==> src/rtl/wic_pkg.sv <==
package wic_pkg;

  typedef enum logic [1:0] {
    WIC_IDLE  = 2'd0,
    WIC_ARMED = 2'd1,
    WIC_WAKE  = 2'd2
  } wic_state_e;

endpackage

==> src/rtl/wic_mask_latch.sv <==
module wic_mask_latch #(
  parameter int NUM_IRQ = 32
) (
  input  logic               clk,
  input  logic               rst,
  input  logic               capture,
  input  logic               clear,
  input  logic [NUM_IRQ-1:0] irq_en,
  input  logic [NUM_IRQ-1:0] irq_prio_ok,
  output logic [NUM_IRQ-1:0] mask,
  output logic [NUM_IRQ-1:0] qual
);

  logic [NUM_IRQ-1:0] live_qual;

  assign live_qual = irq_en & irq_prio_ok;
  // During the capture cycle the live qualifiers stand in for the snapshot.
  assign qual = capture ? live_qual : mask;

  always_ff @(posedge clk) begin
    if (rst || clear) begin
      mask <= '0;
    end else if (capture) begin
      mask <= live_qual;
    end
  end

  AST_SNAPSHOT_TAKEN: assert property (@(posedge clk) disable iff (rst)
    (capture && !clear) |=> (mask == $past(irq_en & irq_prio_ok)));

  AST_SNAPSHOT_HELD: assert property (@(posedge clk) disable iff (rst)
    (!capture && !clear) |=> $stable(mask));

  AST_SNAPSHOT_CLEARED: assert property (@(posedge clk) disable iff (rst)
    clear |=> (mask == '0));

endmodule

==> src/rtl/wic_pend_detect.sv <==
module wic_pend_detect #(
  parameter int NUM_IRQ = 32
) (
  input  logic               clk,
  input  logic               rst,
  input  logic               watch,
  input  logic               clear,
  input  logic [NUM_IRQ-1:0] irq,
  input  logic [NUM_IRQ-1:0] qual,
  output logic               any_next
);

  logic [NUM_IRQ-1:0] pend;
  logic [NUM_IRQ-1:0] pend_next;

  for (genvar i = 0; i < NUM_IRQ; i++) begin : g_line
    assign pend_next[i] = pend[i] | (watch & irq[i] & qual[i]);

    always_ff @(posedge clk) begin
      if (rst || clear) begin
        pend[i] <= 1'b0;
      end else begin
        pend[i] <= pend_next[i];
      end
    end
  end

  assign any_next = |pend_next;

  AST_PEND_CAPTURE: assert property (@(posedge clk) disable iff (rst)
    (watch && !clear && |(irq & qual)) |=> (pend != '0));

  AST_PEND_STICKY: assert property (@(posedge clk) disable iff (rst)
    (!clear && pend != '0) |=> (pend != '0));

endmodule

==> src/rtl/wic_seq.sv <==
module wic_seq
  import wic_pkg::*;
(
  input  logic clk,
  input  logic rst,
  input  logic sleep_entry,
  input  logic wake_ack,
  input  logic any_next,
  output logic capture,
  output logic clear,
  output logic watching,
  output logic wake_q
);

  wic_state_e state;
  wic_state_e state_next;

  assign clear    = wake_ack;
  assign capture  = (state == WIC_IDLE) && sleep_entry && !wake_ack;
  assign watching = (state != WIC_IDLE);

  always_comb begin
    state_next = state;
    if (clear) begin
      state_next = WIC_IDLE;
    end else begin
      case (state)
        WIC_IDLE:  if (capture) state_next = any_next ? WIC_WAKE : WIC_ARMED;
        WIC_ARMED: if (any_next) state_next = WIC_WAKE;
        WIC_WAKE:  state_next = WIC_WAKE;
        default:   state_next = WIC_IDLE;
      endcase
    end
  end

  always_ff @(posedge clk) begin
    if (rst) begin
      state  <= WIC_IDLE;
      wake_q <= 1'b0;
    end else begin
      state  <= state_next;
      wake_q <= (state_next == WIC_WAKE);
    end
  end

  AST_SLEEP_IGNORED: assert property (@(posedge clk) disable iff (rst)
    (state != WIC_IDLE && !wake_ack) |=> (state != WIC_IDLE));

  AST_ACK_WINS: assert property (@(posedge clk) disable iff (rst)
    wake_ack |=> (state == WIC_IDLE));

endmodule

==> src/rtl/wake_irq_ctrl.sv <==
module wake_irq_ctrl #(
  parameter int NUM_IRQ = 32
) (
  input  logic               clk,
  input  logic               rst,
  input  logic [NUM_IRQ-1:0] irq,
  input  logic [NUM_IRQ-1:0] irq_en,
  input  logic [NUM_IRQ-1:0] irq_prio_ok,
  input  logic               sleep_entry,
  input  logic               wake_ack,
  output logic               wake_req
);

  logic               capture;
  logic               clear;
  logic               watching;
  logic               any_next;
  logic [NUM_IRQ-1:0] mask;
  logic [NUM_IRQ-1:0] qual;

  wic_seq i_seq (
    .clk         (clk),
    .rst         (rst),
    .sleep_entry (sleep_entry),
    .wake_ack    (wake_ack),
    .any_next    (any_next),
    .capture     (capture),
    .clear       (clear),
    .watching    (watching),
    .wake_q      (wake_req)
  );

  wic_mask_latch #(.NUM_IRQ(NUM_IRQ)) i_mask (
    .clk         (clk),
    .rst         (rst),
    .capture     (capture),
    .clear       (clear),
    .irq_en      (irq_en),
    .irq_prio_ok (irq_prio_ok),
    .mask        (mask),
    .qual        (qual)
  );

  wic_pend_detect #(.NUM_IRQ(NUM_IRQ)) i_pend (
    .clk      (clk),
    .rst      (rst),
    .watch    (capture | watching),
    .clear    (clear),
    .irq      (irq),
    .qual     (qual),
    .any_next (any_next)
  );

  AST_ACK_DROPS: assert property (@(posedge clk) disable iff (rst)
    wake_ack |=> !wake_req);

  AST_REQ_HELD: assert property (@(posedge clk) disable iff (rst)
    (wake_req && !wake_ack) |=> wake_req);

  AST_IDLE_QUIET: assert property (@(posedge clk) disable iff (rst)
    (!watching && !sleep_entry) |=> !wake_req);

  AST_ENTRY_HIT: assert property (@(posedge clk) disable iff (rst)
    (!watching && sleep_entry && !wake_ack && |(irq & irq_en & irq_prio_ok)) |=> wake_req);

  AST_ARMED_HIT: assert property (@(posedge clk) disable iff (rst)
    (watching && !wake_ack && |(irq & mask)) |=> wake_req);

endmodule

==> config.mk <==
export PLATFORM = sky130hd
export DESIGN_NAME = wake_irq_ctrl
export DESIGN_NICKNAME = d
export VERILOG_FILES = /design/src/rtl/wic_pkg.sv /design/src/rtl/wic_mask_latch.sv /design/src/rtl/wic_pend_detect.sv /design/src/rtl/wic_seq.sv /design/src/rtl/wake_irq_ctrl.sv
export SDC_FILE = /design/constraint.sdc
export NUM_CORES = 1
export LEC_CHECK = 0
export BUFFER_PORTS_ARGS = -buffer_cell sky130_fd_sc_hd__buf_2
export CAP_MARGIN = 20
export CORE_MARGIN = 10
export CORE_UTILIZATION = 50
export CTS_BUF_LIST = sky130_fd_sc_hd__clkbuf_8
export CTS_CLUSTER_SIZE = 30
export DETAILED_ROUTE_END_ITERATION = 10
export PLACE_DENSITY = 0.78
export REMOVE_ABC_BUFFERS = 1
export SYNTH_ARGS = -nofsm -noshare
export SYNTH_HDL_FRONTEND = slang
export SYNTH_SLANG_ARGS = --single-unit
==> constraint.sdc <==
create_clock -name clk -period 2.35 [get_ports clk]
set_input_delay 0.235 -clock clk [delete_from_list [all_inputs] [get_ports clk]]
set_output_delay 0.235 -clock clk [all_outputs]
set_load 0.05 [all_outputs]
==> results.md <==
- Initial antenna violation count: 0
- DRC violations left: 0
- Post-synthesis cell type count: 28
- DRT Pass-1 Iters: 4
- Worst Max-Slew Pin Slew: 0.539 ns
- LEAKAGE: 1.57 nW
- Rows: 26
- Max FO, Critical Path: 6
- Share of cells above drive strength 1: 38.6%
- Final hold viol count: 0
- R2r endpoint: i_seq.wake_q
- Worst setup SP type: register
- Core Util, Final: 73.0%
- Final wirelength: 7.36 mm
- Die Span X: 93.2 um
- Syn Inst Count: 297
- Reg2Reg Launch Point: i_seq.state[0]
- Die area: 8690 sq um
- Max Freq: 411 MHz
- GRT Resource Usage Total: 16.3%
- Antenna diodes: 0
- Max-slew violation count: 0
- Overflow after GRT: 0
- Antenna Violating Nets Remaining: 0
- Arrival @ worst endpoint: 2.65 ns
- Period utilization: 104%
- Vias: 2436
- Fin Setup TNS: -0.227 ns
- Critical path start-end classification: register to register
- Initial core utilization: 52.2%
- Drt wl/cell: 14.8 um
- H-Tree Depth: 3
- DP HPWL: 4.96 mm
- Clock Sinks: 67
- Fill count: 411
- Setup-failing EPs final: 3
- Longest Clk Path Bufs: 2
- Clock Latency Late Sink: 0.34 ns
- Hold path cells: 3
- R2r setup slk: -0.08 ns
- Layout Area Growth over Synthesis: 39.9%
- Commonest non-fill, non-tap cell in the layout: buf_2
- Reg clk slew, reported paths: 0.07 ns
- Vias per cell: 4.90
- Status: complete, but fails checks
- Power Density: 624 nW/um^2
- Min-delay src: irq[19]
- Hold_buf cts: 0
- Syn Area/Cell: 9.03 sq um
- WHS Endpoint: i_pend.pend[19]
- I/O pin cnt: 101
- Placer congestion estimate: 0.771
- Mapped Area: 2680 sq um
- First-pass GRT wire length: 11.5 mm
- Num CTS Buffers: 9
- Synth Register Bits: 67
- Worst Setup SP: i_seq.state[0]
- Max_cap viols: 0
- RSZ-0062 raised after global routing: yes
- Vias in the first global route: 2592
- Max_slew headroom: 64.0%
- Number of synthesis warnings: 0
- Worst vdd ir: 0.000453 V
- Setup WS post-layout: -0.0830 ns
- CP Capture Type: register
- Total Power Consumption: 2.34 mW
- Die Span Y: 93.2 um
- Design Area, Final: 3750 sq um
- Clock skew: 0.00984 ns
- Area after DPL: 3280 sq um
- Failing checks: setup timing
- Core ar.: 5140 sq um
- TritonCTS clock tree: done
- Minimum clock period after layout: 2.43 ns
- Root Buffer: clkbuf_8
- Most frequent cells in the layout: 100 x buf_2, 66 x dfxtp_1, 36 x nor2b_1
- Worst Hold Class: primary input to register
- Largest net degree at the start of global routing: 41
- CP Data Required Time: 2.56 ns
- IO buf count: 100
- Sequential-to-total area share from yosys stat: 50.0%
- Fin Hold WS: 0.156 ns
- Reg2Reg Depth: 11
- Iteration-0 DRC count of the detailed router: 112
- Fin nets: 522
## synthesized netlist by cell type
| cell type | count | area (sq um) |
|---|---|---|
| mux2i_1 | 20 | 200 |
| a21oi_1 | 1 | 5.00 |
| buf_2 | 2 | 10.0 |
| or3b_2 | 1 | 8.76 |
| nand2_1 | 20 | 75.1 |
| o41ai_1 | 2 | 17.5 |
| buf_12 | 1 | 20.0 |
| inv_1 | 33 | 124 |
| and4_1 | 4 | 35.0 |
| nor2_1 | 28 | 105 |
| nor2b_1 | 36 | 225 |
| o21ai_0 | 12 | 60.1 |
| a31o_1 | 2 | 17.5 |
| dfxtp_1 | 67 | 1340 |
| a31oi_1 | 28 | 175 |
| a211o_1 | 1 | 8.76 |
| nor4_2 | 1 | 12.5 |
| nand3_1 | 12 | 60.1 |
| a31o_2 | 2 | 17.5 |
| buf_4 | 1 | 7.51 |
| buf_1 | 2 | 7.51 |
| a311oi_2 | 1 | 15.0 |
| clkbuf_1 | 9 | 33.8 |
| nor4b_2 | 2 | 30.0 |
| a311oi_1 | 3 | 26.3 |
| buf_6 | 1 | 11.3 |
| or2_2 | 1 | 6.26 |
| nand4_1 | 4 | 25.0 |
## logic make-up after synthesis
kind of cell | synth area share, %
compound gates | 12.8
flops | 50.0
buf+inv | 7.98
mux | 7.47
simple gates | 21.7
## how the worst max path moves through the flow
stage / end / slack [ns] / cells after the start
after detailed placement: i_seq.state[0] / -0.1 / 9
after CTS: i_seq.state[0] / -0.02 / 9
after global routing: i_seq.wake_q / -0.22 / 11
after floorplan: i_seq.state[0] / -2.07 / 7
final: i_seq.wake_q / -0.08 / 11
after global placement: i_seq.state[0] / 0.02 / 9
## per-layer routing
metal  global-route usage (%)  vias up  part of all wire (%)
li1                         -     1253                     -
met5                        0        -                     0
met2                     27.9       73                    51
met1                     17.9     1096                    41
met4                     7.33        0                   2.2
met3                     5.36       14                   5.7
## what timing repair did
item,CTS,global route
cloned,1,0
buffers inserted,12,8
gates resized for setup,11,12
pin swaps,31,8
setup endpoints to repair,3,3
## critical path, cell delays in order (launching register included)
cell,delay [ns]
dfxtp_4,0.36
nor4b_4,0.34
buf_12,0.16
buf_12,0.12
buf_6,0.12
mux2i_4,0.07
a31oi_1,0.22
and4_1,0.23
nand4_1,0.16
nor4_4,0.31
buf_4,0.15
o41ai_1,0.06
## final cells by class
| cell class | instances | area [sq um] | share of cell area [%] |
|---|---|---|---|
| timing repair buffer | 130 | 806 | 21.5 |
| clock inverter | 6 | 41.3 | 1.10 |
| inverter | 33 | 124 | 3.30 |
| tap | 70 | 87.6 | 2.34 |
| clock buffer | 10 | 138 | 3.67 |
| multi-input combinational | 181 | 1210 | 32.2 |
| sequential | 67 | 1350 | 35.9 |
## flip-flops by register name (all words and copies together) (netlist names)
| register | flops |
|---|---|
| i_pend.pend | 32 |
| i_mask.mask | 32 |
| i_seq.state | 2 |
| i_seq.wake_q | 1 |
## report_power, final
| group | leakage [nW] | switching, mW | total, mW | internal (mW) |
|---|---|---|---|---|
| logic | 0.941 | 0.158 | 0.342 | 0.184 |
| clock network | 0.0843 | 0.438 | 0.846 | 0.408 |
| registers | 0.541 | 0.00557 | 1.15 | 1.15 |
| total | 1.57 | 0.602 | 2.34 | 1.74 |
## metrics by stage
| step | setup WS, ns | instances |
|---|---|---|
| floorplan | -2.07 | 281 |
| global route | -0.224 | 497 |
| CTS | -0.0209 | 489 |
| detailed placement | -0.0964 | 460 |
| finish | -0.0830 | 497 |
| global placement | 0.0166 | 460 |
No activity file was read; power rests on OpenSTA's default activity.
